`src/rtl/vsup_pkg.sv`:
```
package vsup_pkg;

  typedef enum logic [1:0] {
    MODE_SKIP  = 2'b00,
    MODE_DIODE = 2'b01,
    MODE_FPWM  = 2'b10,
    MODE_FPWM2 = 2'b11
  } ll_mode_e;

  // Round a duration up to whole tick periods, never less than one.
  function automatic int dur_to_ticks(int dur_ns, int tick_ns);
    int t;
    t = (dur_ns + tick_ns - 1) / tick_ns;
    return (t < 1) ? 1 : t;
  endfunction

  function automatic logic is_fpwm(logic [1:0] m);
    return (m == MODE_FPWM) || (m == MODE_FPWM2);
  endfunction

endpackage

```
`src/rtl/vsup_deglitch.sv`:
```
module vsup_deglitch #(
  parameter int RISE_TICKS = 26,
  parameter int FALL_TICKS = 21
) (
  input  logic clk,
  input  logic rst_n,
  input  logic tick_i,
  input  logic raw_i,
  output logic filt_o
);
  localparam int MAXT = (RISE_TICKS > FALL_TICKS) ? RISE_TICKS : FALL_TICKS;
  localparam int CW   = $clog2(MAXT + 1);
  localparam logic [CW-1:0] RISE_LAST = CW'(RISE_TICKS - 1);
  localparam logic [CW-1:0] FALL_LAST = CW'(FALL_TICKS - 1);

  logic [CW-1:0] cnt_q;
  logic          filt_q;
  logic [CW-1:0] last;

  // Going good uses the rise time, going bad the fall time.
  assign last = filt_q ? FALL_LAST : RISE_LAST;

  always_ff @(posedge clk) begin
    if (!rst_n) begin
      cnt_q  <= '0;
      filt_q <= 1'b0;
    end else if (raw_i == filt_q) begin
      cnt_q <= '0;
    end else if (tick_i) begin
      if (cnt_q == last) begin
        filt_q <= raw_i;
        cnt_q  <= '0;
      end else begin
        cnt_q <= cnt_q + 1'b1;
      end
    end
  end

  assign filt_o = filt_q;

  a_r5_hold_without_tick: assert property (@(posedge clk) disable iff (!rst_n)
    !tick_i |=> $stable(filt_q));

  a_r3_moves_toward_raw: assert property (@(posedge clk) disable iff (!rst_n)
    !$stable(filt_q) |-> (filt_q == $past(raw_i)));

endmodule

```
`src/rtl/vsup_ov_guard.sv`:
```
module vsup_ov_guard #(
  parameter int SLEEP_TICKS = 40
) (
  input  logic       clk,
  input  logic       rst_n,
  input  logic       tick_i,
  input  logic       ov_i,
  input  logic       zc_i,
  input  logic [1:0] mode_i,
  output logic       ls_block_o,
  output logic       hs_force_o,
  output logic       sleep_o
);
  import vsup_pkg::*;

  localparam int TW = $clog2(SLEEP_TICKS + 1);
  localparam logic [TW-1:0] LAST = TW'(SLEEP_TICKS - 1);

  logic [TW-1:0] tmr_q;
  logic          sleep_q;
  logic          ov_d_q;
  logic          clamp_q;
  logic          fpwm;

  assign fpwm = is_fpwm(mode_i);

  // Sustained-fault timer: counts ticks while overvoltage is present.
  always_ff @(posedge clk) begin
    if (!rst_n || !ov_i) begin
      tmr_q   <= '0;
      sleep_q <= 1'b0;
    end else if (tick_i && !sleep_q) begin
      if (tmr_q == LAST) sleep_q <= 1'b1;
      else               tmr_q   <= tmr_q + 1'b1;
    end
  end

  // Clamp: armed on the overvoltage edge, released by zero current.
  always_ff @(posedge clk) begin
    if (!rst_n) begin
      ov_d_q  <= 1'b0;
      clamp_q <= 1'b0;
    end else begin
      ov_d_q <= ov_i;
      if (!ov_i || fpwm)       clamp_q <= 1'b0;
      else if (!ov_d_q)        clamp_q <= 1'b1;
      else if (zc_i)           clamp_q <= 1'b0;
    end
  end

  assign ls_block_o = (clamp_q && !fpwm) || sleep_q;
  assign hs_force_o = (clamp_q && !fpwm) || sleep_q;
  assign sleep_o    = sleep_q;

  a_r7_clamp_from_ov_edge: assert property (@(posedge clk) disable iff (!rst_n)
    $rose(clamp_q) |-> ($past(ov_i) && !$past(ov_d_q)));

  a_r10_sleep_on_tick: assert property (@(posedge clk) disable iff (!rst_n)
    $rose(sleep_q) |-> ($past(tick_i) && $past(ov_i)));

  a_r9_sleep_drops_with_ov: assert property (@(posedge clk) disable iff (!rst_n)
    (sleep_q && !ov_i) |=> !sleep_q);

endmodule

```
`src/rtl/vout_supervisor.sv`:
```
module vout_supervisor #(
  parameter int TICK_NS     = 1000,
  parameter int UV_RISE_NS  = 26000,
  parameter int UV_FALL_NS  = 21000,
  parameter int OV_SLEEP_NS = 40000
) (
  input  logic       clk,
  input  logic       rst_n,
  input  logic       tick_i,
  input  logic       uv_i,
  input  logic       ov_i,
  input  logic       zc_i,
  input  logic       en_ok_i,
  input  logic       bias_ok_i,
  input  logic       otemp_i,
  input  logic [1:0] mode_i,
  output logic       pg_od_o,
  output logic       ls_block_o,
  output logic       hs_force_o,
  output logic       sleep_req_o
);
  import vsup_pkg::*;

  localparam int RISE_T  = dur_to_ticks(UV_RISE_NS, TICK_NS);
  localparam int FALL_T  = dur_to_ticks(UV_FALL_NS, TICK_NS);
  localparam int SLEEP_T = dur_to_ticks(OV_SLEEP_NS, TICK_NS);

  logic good_filt;
  logic rails_ok;
  logic pg_q;

  vsup_deglitch #(
    .RISE_TICKS(RISE_T),
    .FALL_TICKS(FALL_T)
  ) u_uv_filter (
    .clk   (clk),
    .rst_n (rst_n),
    .tick_i(tick_i),
    .raw_i (!uv_i),
    .filt_o(good_filt)
  );

  vsup_ov_guard #(
    .SLEEP_TICKS(SLEEP_T)
  ) u_ov_guard (
    .clk       (clk),
    .rst_n     (rst_n),
    .tick_i    (tick_i),
    .ov_i      (ov_i),
    .zc_i      (zc_i),
    .mode_i    (mode_i),
    .ls_block_o(ls_block_o),
    .hs_force_o(hs_force_o),
    .sleep_o   (sleep_req_o)
  );

  assign rails_ok = en_ok_i && bias_ok_i && !otemp_i;

  always_ff @(posedge clk) begin
    if (!rst_n) pg_q <= 1'b0;
    else        pg_q <= good_filt && rails_ok;
  end

  assign pg_od_o = pg_q;

  a_r6_fault_pulls_down: assert property (@(posedge clk) disable iff (!rst_n)
    (!en_ok_i || !bias_ok_i || otemp_i) |=> !pg_od_o);

  a_r2_release_needs_good: assert property (@(posedge clk) disable iff (!rst_n)
    pg_od_o |-> $past(good_filt));

endmodule

```
`config.mk`:
```
export PLATFORM = sky130hd
export DESIGN_NAME = vout_supervisor
export DESIGN_NICKNAME = d
export VERILOG_FILES = /design/src/rtl/vsup_pkg.sv /design/src/rtl/vsup_deglitch.sv /design/src/rtl/vsup_ov_guard.sv /design/src/rtl/vout_supervisor.sv
export SDC_FILE = /design/constraint.sdc
export NUM_CORES = 1
export LEC_CHECK = 0
export ABC_CLOCK_PERIOD_IN_PS = 4000
export BUFFER_PORTS_ARGS = -buffer_cell sky130_fd_sc_hd__clkbuf_2
export CAP_MARGIN = 20
export CORE_AREA = 5 5 44 46
export DETAILED_ROUTE_END_ITERATION = 8
export DIE_AREA = 0 0 49 51
export GPL_TIMING_DRIVEN = 0
export HOLD_SLACK_MARGIN = 0.12
export PLACE_DENSITY = 0.77
export SLEW_MARGIN = 20
export SYNTH_ARGS = -nofsm -noshare
export SYNTH_HDL_FRONTEND = slang
export SYNTH_SLANG_ARGS = --single-unit
```
`constraint.sdc`:
```
create_clock -name clk -period 4 [get_ports clk]
set_clock_uncertainty 0.2 [all_clocks]
set_input_delay 0.4 -clock clk [delete_from_list [all_inputs] [get_ports clk]]
set_output_delay 0.4 -clock clk [all_outputs]
set_load 0.02 [all_outputs]
```
# After elaboration in Yosys (flattened, before gate mapping)
# Cells that the tools add are included.
[op_classes]
add_sub_neg = 2
n_eq_ne = 6
muxes = 4
bitwise_logic = 3
reduce_logical = 20
[op_table]
columns = ["operator", "count"]
rows = [
  ["$add 6x1->6 const B", 1],
  ["$eq 6x6->1 const B", 1],
  ["$logic_not 1->1", 6],
  ["$add 5x1->5 const B", 1],
  ["$eq 5x5->1", 1],
  ["$logic_and 1x1->1", 5],
  ["$mux 5", 1],
  ["$eq 2x2->1 const B", 2],
  ["$logic_or 1x1->1", 4],
  ["$mux 4", 1],
  ["$reduce_and 2->1", 2],
  ["$reduce_or 2->1", 2],
  ["$not 1->1", 3],
  ["$reduce_and 3->1", 1],
  ["$mux 1", 2],
  ["$ne 2x2->1 const B", 1],
  ["$eq 1x1->1", 1],
]
[totals]
reg_bits = 16
input_bits = 11
output_inout_bits = 4
wordCells = 42

# Logic depth before layout (Yosys ltp)
# Gate-level depths: netlist of run 1.
[depth]
depth_word = 5
depth_mapped = 4
ltp_nobuf = 4

# Hierarchy
# A second synthesis of run 1 with hierarchy kept.
[hier_totals]
hier_cells = 82
hier_area_um2 = 749.5
[modules_own_cells]
columns = ["module", "n_inst", "cells_each", "area_each_um2", "seq_area_each_um2"]
rows = [
  ["vsup_ov_guard", 1, 45, 419.2, 180.2],
  ["vsup_deglitch", 1, 33, 296.5, 120.1],
  ["vout_supervisor", 1, 4, 33.8, 20.0],
]

# Least setup slack after synthesis of run 1
# OpenSTA, ideal clock, no wires.
[synth_path]
kind = "reg2reg"
start = "register u_ov_guard.tmr_q[0]"
end = "register u_ov_guard.tmr_q[0]"
setup_time_ns = 0.069
arrival_time_ns = 1.211
t_required_ns = 3.731
path_slack_ns = 2.521
path_stages_with_launch = 5
n_path_buf = 0
period_less_slack_ns = 1.479
path_cell_list = "dfxtp_1 ha_1 and4bb_1 a2111o_1 o21ai_1"
[synth_via]
elab_chain_cells = 3
elab_cells_between_ends = 4
classes_between = "1 x add/sub; 1 x eq/ne; 1 x bitwise; 1 x reduce/logical"
[synth_rtl]
columns = ["item", "line", "rtl"]
rows = [
  ["from (decl)", "vsup_ov_guard.sv:19", "logic [TW-1:0] tmr_q;"],
  ["from (signal assigned)", "vsup_ov_guard.sv:34", "else tmr_q <= tmr_q + 1'b1;"],
  ["parallel branches: the longest is 3 deep, another holds $add 6x1->6", "n/a", ""],
]
# Several ways; the timed one is not identified.
# A chain may end at the register's enable or synchronous reset.

# Worst setup path in the final report of run 1
[layout_path]
start = "input mode_i[1]"
end = "output ls_block_o"
[layout_via]
elab_chain_cells = 5
elab_cells_between_ends = 6
classes_between = "2 x eq/ne; 4 x reduce/logical"
[layout_rtl]
columns = ["item", "line", "rtl"]
rows = [
  ["from (decl)", "vout_supervisor.sv:16", "input logic [1:0] mode_i,"],
  ["$eq 2x2->1", "vsup_pkg.sv:18", "return (m == MODE_FPWM) || (m == MODE_FPWM2);"],
  ["$logic_or 1x1->1 *", "vsup_pkg.sv:18", ""],
  ["$logic_not 1->1 *", "vsup_ov_guard.sv:51", "assign ls_block_o = (clamp_q && !fpwm) || sleep_q;"],
  ["$logic_and 1x1->1 *", "vsup_ov_guard.sv:51", ""],
  ["$logic_or 1x1->1 *", "vsup_ov_guard.sv:51", ""],
  ["to (decl)", "vout_supervisor.sv:18", "output logic ls_block_o,"],
]
# Every way passes the cells marked *; elsewhere a longest branch is shown, timed or not.

==> results of run 1 <==
-- final cells by class --
class / count / area, um2
fillers: 128 / 565.5
clock buffers: 4 / 36.28
flip-flops and latches: 16 / 320.3
inverters: 2 / 7.507
well taps: 16 / 20.02
multi-input cells: 59 / 411.6
repair buffers: 14 / 80.08
plain buffers: 3 / 30.03
-- path summary, 6_finish.rpt --
check / startpoint / to / slack [ns] / depth (start not counted)
worst max-delay path: mode_i[1] / ls_block_o / 1.89 / 6
worst min-delay path: en_ok_i / pg_od_o$_SDFF_PN0_ / 0.15 / 3
worst min register to register: u_ov_guard.ov_d_q$_SDFF_PN0_ / u_ov_guard.clamp_q$_SDFFE_PP0P_ / 0.20 / 1
worst max register to register: u_ov_guard.tmr_q[0]$_SDFFE_PP0P_ / u_ov_guard.tmr_q[0]$_SDFFE_PP0P_ / 2.42 / 4
-- layer usage --
layer  wire length (um)  up-vias  GRT usage
li1                   -      326          -
met1                657      279     0.1571
met2                562       18     0.1935
met3                 98        4    0.02907
met4                 25        0    0.05381
met5                  0        -          0
-- power groups by stage --
stage | Combinational, W | Sequential (W) | Clock (W)
6_report | 0.0000207 | 0.000164 | 0.000107
5_1_grt | 0.0000234 | 0.000164 | 0.000118
4_1_cts | 0.0000210 | 0.000164 | 0.000108
3_5_place_dp | 0.0000194 | 0.000167 | 0
3_3_place_gp | 0.0000189 | 0.000167 | 0
2_1_floorplan | 0.0000124 | 0.000167 | 0
-- registers in the layout (all words and copies together), names as in the netlist --
name and cells:
u_ov_guard.tmr_q 6, u_ov_guard.sleep_o 1, u_uv_filter.filt_o 1, u_uv_filter.cnt_q 5, u_ov_guard.clamp_q 1, u_ov_guard.ov_d_q 1
pg_od_o 1
-- metrics by stage --
| stage | power, W | util | hold slack (ns) | setup slack, ns | instances |
|---|---|---|---|---|---|
| after floorplan | 0.0001792 | - | 0.1846 | 2.521 | 80 |
| after global placement | 0.0001860 | 0.5774 | 0.1912 | 2.444 | 108 |
| after detailed placement | 0.0001867 | 0.5774 | 0.1947 | 2.421 | 108 |
| after CTS | 0.0002928 | 0.6156 | 0.1611 | 1.876 | 114 |
| after global routing | 0.0003056 | 0.6156 | 0.1578 | 1.827 | 114 |
| final | 0.0002917 | 0.6156 | 0.1492 | 1.887 | 114 |
-- layout by cell type, fill, tap and decap left out, types with 3 or more instances in the layout --
cell and n:
sky130_fd_sc_hd__nor2_1 3, sky130_fd_sc_hd__clkbuf_2 12, sky130_fd_sc_hd__dfxtp_1 16, sky130_fd_sc_hd__mux2i_1 3, sky130_fd_sc_hd__clkbuf_4 3, sky130_fd_sc_hd__nor3_1 5
sky130_fd_sc_hd__a21oi_1 3, sky130_fd_sc_hd__xor2_1 3, sky130_fd_sc_hd__nand2_1 11
-- critical path, delay by kind of cell --
family / cells / cell delay, ns
buf+inv: 5 / 0.92
compound gates: 1 / 0.18
-- kinds of logic after synthesis --
family / synth area share
compound gates: 0.1398
simple gates: 0.2667
mux: 0.03903
flops: 0.4163
buf+inv: 0.04879
fa+ha+maj: 0.03252
xor+xnor: 0.05692
==> impl_metrics.tcl, run 1 <==
set metrics [dict create \
    status "completed" \
    drtPass1Iterations 4 \
    post_synthesis_net_count 93 \
    seq_area_frac_synth 0.4163 \
    drt-wirelength-per-cell_um 11.78 \
    number_of_global_route_vias_before_repair 584 \
    endpoint_class_of_the_critical_path "primary output" \
    syn-instance-count 80 \
    yosysWarningCount 0 \
    maxClockFrequency_mhz 473.3 \
    cts_max_level 1 \
    worst_setup_path_category "in -> out" \
    final-max-slew-violation-count 0 \
    post-dp-hpwl_mm 1.041 \
    die-area_mm2 0.002499 \
    ys_top_cells_by_count "sky130_fd_sc_hd__dfxtp_1, sky130_fd_sc_hd__nand2_1, sky130_fd_sc_hd__nor3_1" \
    grt_max_degree 11 \
    p_sw_frac 0.2206 \
    grt_first_pass_wirelength_mm 2.449 \
    number_of_enable_flip_flop_cells_after_synthesis 0 \
    core_mm2 0.001471 \
    peakVddDrop_mv 0.2184 \
    cts_hold_buf 2 \
    cts.root.buffer_cell "sky130_fd_sc_hd__clkbuf_4" \
    clock_tree_from_tritoncts "built" \
    tritoncts.num_buffers 3 \
    clock-sinks 16 \
    cts_setup_buffers 0 \
    fp-row-count 14 \
    initial_core_util 0.5230 \
    area_growth_pct 17.72 \
    power.share.combinational 0.071 \
    period_share 0.5282 \
    asr_flop_ratio_synth 0 \
    routabilityCongestion 0.6961 \
    timing.critical_path.arrival_ns 1.51 \
    synth_top_area_frac 0.4163 \
    unrepaired_setup_endpoints_after_global_routing "false" \
    p_leak_nw 0.3683 \
    critical_path_peak_fanout 2 \
    critical_path.max_stage_delay_ns 0.52 \
    die_height_um 51 \
    route.final.wire_length_mm 1.343 \
    overflow 0 \
    yosys.cell_types.count 34 \
    power_per_cell_area_mw_per_mm2 322.1 \
    p_int_w 0.0002274 \
    seqPwrFrac 0.560 \
    synth_largest_area_cell "sky130_fd_sc_hd__dfxtp_1" \
    start_kind "input port" \
    post_synth_main_area_contributors "sky130_fd_sc_hd__dfxtp_1, sky130_fd_sc_hd__nand2_1, sky130_fd_sc_hd__mux2i_1" \
    yosys_most_used_dff "sky130_fd_sc_hd__dfxtp_1" \
    finalHoldViolCount 0 \
    cap_violations 0 \
    clock_power_share 0.368 \
    post-synth-top-count-cell "sky130_fd_sc_hd__dfxtp_1" \
    critPathSlowestCell "sky130_fd_sc_hd__dlygate4sd3_1" \
    clkSlewWorstSetupHoldPaths_ns 0.09 \
    drt_iter0_drc 5 \
    postSynthRegisterBits 16 \
    io_buffers 12 \
    critPathMostFrequentCell "sky130_fd_sc_hd__clkbuf_2" \
    worst_slew_pin_slew_ns 0.4511 \
    drt_drc_violations_left 0 \
    antenna_cells_inserted 0 \
    vias 627 \
    stdcell_area_um2 905.9 \
    worst-endpoint-required_ns 3.40 \
    cts_repair_resize_count 0 \
    floorplan.io_pins 15 \
    clkLatencyLatePin_ns 0.29 \
    grt_antenna_before_repair 0 \
    finalCriticalPeriod_ns 2.113 \
    max-slew-margin-rel 0.6987 \
    route.antenna.remaining_nets 0 \
    die_width_um 49 \
    timing.critical_path.cells "dlygate4sd3_1 -> clkbuf_2 -> inv_1 -> a21o_1 -> buf_4 -> clkbuf_2" \
    layout.nets 112 \
    switching_power_w 0.00006437 \
    avgViaCountPerCell 5.500 \
    hold_class "in -> reg" \
    tns_ns 0 \
    detailed_place.area_um2 849.6 \
    finalSetupViolations 0 \
    clk_path_buf_depth 2 \
    syn_avg_cell_area_um2 9.619 \
    global_route.usage.total 0.1217 \
    final_layout_size_suffix_gt1_frac 0.2449 \
    post_synth_instance_area_um2 769.5 \
]
Note: power is estimated with default switching activity, not from simulation.
==> run 2: changes to the inputs <==
- ABC_AREA: not set -> 1
- ABC_CLOCK_PERIOD_IN_PS: 4000 -> 2000
- CORE_AREA: 5 5 44 46 -> 5 5 45 47
- DIE_AREA: 0 0 49 51 -> 0 0 50 52
- PLACE_DENSITY: 0.77 -> 0.74
- clock period: 4 -> 2 ns (I/O delays scaled with it)
==> impl_metrics.tcl, run 2 <==
set metrics [dict create \
    seq_area_frac_synth 0.4109 \
    cts_max_level 1 \
    final-max-slew-violation-count 0 \
    hold_class "reg -> reg" \
    avgViaCountPerCell 4.981 \
    cap_violations 0 \
    syn-instance-count 111 \
    final_cell_mix "sky130_fd_sc_hd__nand2_1, sky130_fd_sc_hd__dfxtp_1, sky130_fd_sc_hd__inv_1, sky130_fd_sc_hd__nor2_1, sky130_fd_sc_hd__clkbuf_2" \
    route.final.wire_length_mm 1.595 \
    clkSlewWorstSetupHoldPaths_ns 0.09 \
    io_buffers 13 \
    detailed_place.area_um2 865.8 \
    final_layout_size_suffix_gt1_frac 0.1752 \
    routabilityCongestion 0.8374 \
    n_fill_cell 139 \
    global_route.usage.total 0.1407 \
    worst-endpoint-required_ns 1.99 \
    timing.critical_path.arrival_ns 1.87 \
    yosys.cell_types.count 17 \
    tritoncts.num_buffers 3 \
    maxClockFrequency_mhz 532.2 \
    post_synth_instance_area_um2 779.5 \
    number_of_global_route_vias_before_repair 672 \
    antenna_cells_inserted 0 \
    overflow 0 \
    largest_register_ff_count 6 \
    clk_path_buf_depth 2 \
    ys_top_cells_by_count "sky130_fd_sc_hd__nand2_1, sky130_fd_sc_hd__dfxtp_1, sky130_fd_sc_hd__inv_1, sky130_fd_sc_hd__nor2_1, sky130_fd_sc_hd__a21oi_1" \
    yosys_most_used_dff "sky130_fd_sc_hd__dfxtp_1" \
    drt_iter0_drc 17 \
    fp-row-count 15 \
    postSynthRegisterBits 16 \
    synth_top_area_frac 0.4109 \
    start_kind "input port" \
    die_height_um 52 \
    post-synth-top-count-cell "sky130_fd_sc_hd__nand2_1" \
    drt-wirelength-per-cell_um 10.36 \
    layout.cells.most_common "sky130_fd_sc_hd__nand2_1" \
    cts.root.buffer_cell "sky130_fd_sc_hd__clkbuf_4" \
    core_mm2 0.001614 \
    post_synth_main_area_contributors "sky130_fd_sc_hd__dfxtp_1, sky130_fd_sc_hd__nand2_1, sky130_fd_sc_hd__inv_1" \
    grt_antenna_before_repair 0 \
    max-slew-margin-rel 0.8403 \
    endpoint_class_of_the_critical_path "flip-flop" \
    finalSetupViolations 0 \
    largest_reg_by_ff_count "u_ov_guard.tmr_q" \
    number_of_enable_flip_flop_cells_after_synthesis 0 \
    route.antenna.remaining_nets 0 \
    stdcell_area_um2 991.0 \
    yosysWarningCount 0 \
    post-dp-hpwl_mm 1.090 \
    tns_ns 0 \
    clock-sinks 16 \
    syn_avg_cell_area_um2 7.023 \
    power_per_cell_area_mw_per_mm2 556.5 \
    initial_core_util 0.4829 \
    status "completed" \
    report.power.total_w 0.0005515 \
    die_width_um 50 \
    post_synthesis_net_count 124 \
    utilization 0.6140 \
    clkLatencyLatePin_ns 0.28 \
    clock_tree_from_tritoncts "built" \
    p_leak_nw 0.4294 \
    layout.nets 152 \
    drtPass1Iterations 4 \
    asr_flop_ratio_synth 0 \
    drt_drc_violations_left 0 \
    vias 767 \
    peakVddDrop_mv 0.3086 \
    synth_largest_area_cell "sky130_fd_sc_hd__dfxtp_1" \
    finalCriticalPeriod_ns 1.879 \
    period_share 0.9395 \
    top_regs "u_ov_guard.tmr_q: 6 flops, u_uv_filter.cnt_q: 5 flops" \
    grt_max_degree 9 \
    finalHoldViolCount 0 \
    die-area_mm2 0.002600 \
    critical_path_peak_fanout 7 \
    grt_first_pass_wirelength_mm 2.808 \
    worst_slew_pin_slew_ns 0.2390 \
    worst_setup_path_category "in -> reg" \
    area_growth_pct 27.13 \
    floorplan.io_pins 15 \
]
-- run 2: cell count changes after synthesis, sizes merged, moves of 2 or more --
| cell | change |
|---|---|
| a211oi | -2 |
| a21oi | +4 |
| a31oi | -2 |
| inv | +12 |
| mux2i | -3 |
| nand2 | +22 |
| nand2b | -3 |
| nand3 | +2 |
| nand4bb | -2 |
| nor2 | +13 |
| nor3 | -4 |
| o21ai | +4 |
| xor2 | +2 |
-- run 2: worst paths after layout --
kind / start / to / slack (ns) / cells past startpoint
min: u_ov_guard.tmr_q[4]$_SDFFE_PP0P_ / u_ov_guard.tmr_q[4]$_SDFFE_PP0P_ / 0.28 / 2
max reg2reg: u_uv_filter.cnt_q[3]$_SDFFE_PP0P_ / u_uv_filter.filt_o$_SDFFE_PN0P_ / 0.24 / 8
min reg2reg: u_ov_guard.tmr_q[4]$_SDFFE_PP0P_ / u_ov_guard.tmr_q[4]$_SDFFE_PP0P_ / 0.28 / 2
max: tick_i / u_uv_filter.filt_o$_SDFFE_PN0P_ / 0.12 / 8
-- run 2: through the flow --
step / hold slack [ns] / std cells / setup slack [ns]
2_1_floorplan: 0.07658 / 111 / 0.4913
4_1_cts: 0.2865 / 153 / 0.05189
5_1_grt: 0.3258 / 154 / -0.009189
3_5_place_dp: 0.1650 / 141 / 0.4626
6_report: 0.2829 / 154 / 0.1210
3_3_place_gp: 0.1634 / 141 / 0.5158
-- run 2: final cells by class --
type                            instances  area (um2)  share of cell area
Clock buffer                            3       22.52             0.02273
Tap cell                               17       21.27             0.02146
Buffer                                  2       15.01             0.01515
Timing Repair Buffer                   23       165.2              0.1667
Sequential cell                        16       320.3              0.3232
Multi-Input combinational cell         79       394.1              0.3977
Inverter                               14       52.55             0.05303
-- run 2: worst max-delay path: stages --
cell and delay [ns]:
sky130_fd_sc_hd__dlygate4sd3_1 0.52, sky130_fd_sc_hd__clkbuf_4 0.17, sky130_fd_sc_hd__nand4_1 0.14, sky130_fd_sc_hd__nor2_2 0.15, sky130_fd_sc_hd__nand2_1 0.06, sky130_fd_sc_hd__nand2_1 0.05, sky130_fd_sc_hd__dlygate4sd3_1 0.54, sky130_fd_sc_hd__nor2_1 0.04
-- run 2: cells by family (layout without fill, tap and decap cells) --
kind of cell	Yosys count	count (layout)	share of synthesized area
AND/OR/NAND/NOR	57	57	0.3082
adder cells (fa/ha/maj)	2	2	0.03210
buffers and inverters	16	42	0.08667
flip-flops	16	16	0.4109
AO/OA/AOI/OAI	14	14	0.09470
XOR/XNOR	6	6	0.06742
-- run 2: repair_timing --
| item | 4_1_cts | 5_1_grt |
|---|---|---|
| hold buffers | 9 | 0 |
| setup buffers | 0 | 1 |
| resized for setup | 0 | 3 |
| hold endpoints to repair | 11 | 0 |
| endpoints found under the setup margin | 0 | 1 |
-- run 2: report_power, final --
group | internal, W | switching (W) | total [W]
sequential | 0.000324 | 0.00000446 | 0.000328
clock | 0.0000700 | 0.0000971 | 0.000167
combinational | 0.0000276 | 0.0000285 | 0.0000561
total | 0.000421 | 0.000130 | 0.000551
-- run 2: metal layers --
metal | vias to the layer above | track usage | wire, um
li1 | 397 | - | -
met1 | 350 | 0.1748 | 689
met2 | 18 | 0.2197 | 810
met3 | 2 | 0.03438 | 81
met4 | 0 | 0.07860 | 13
met5 | - | 0 | 0
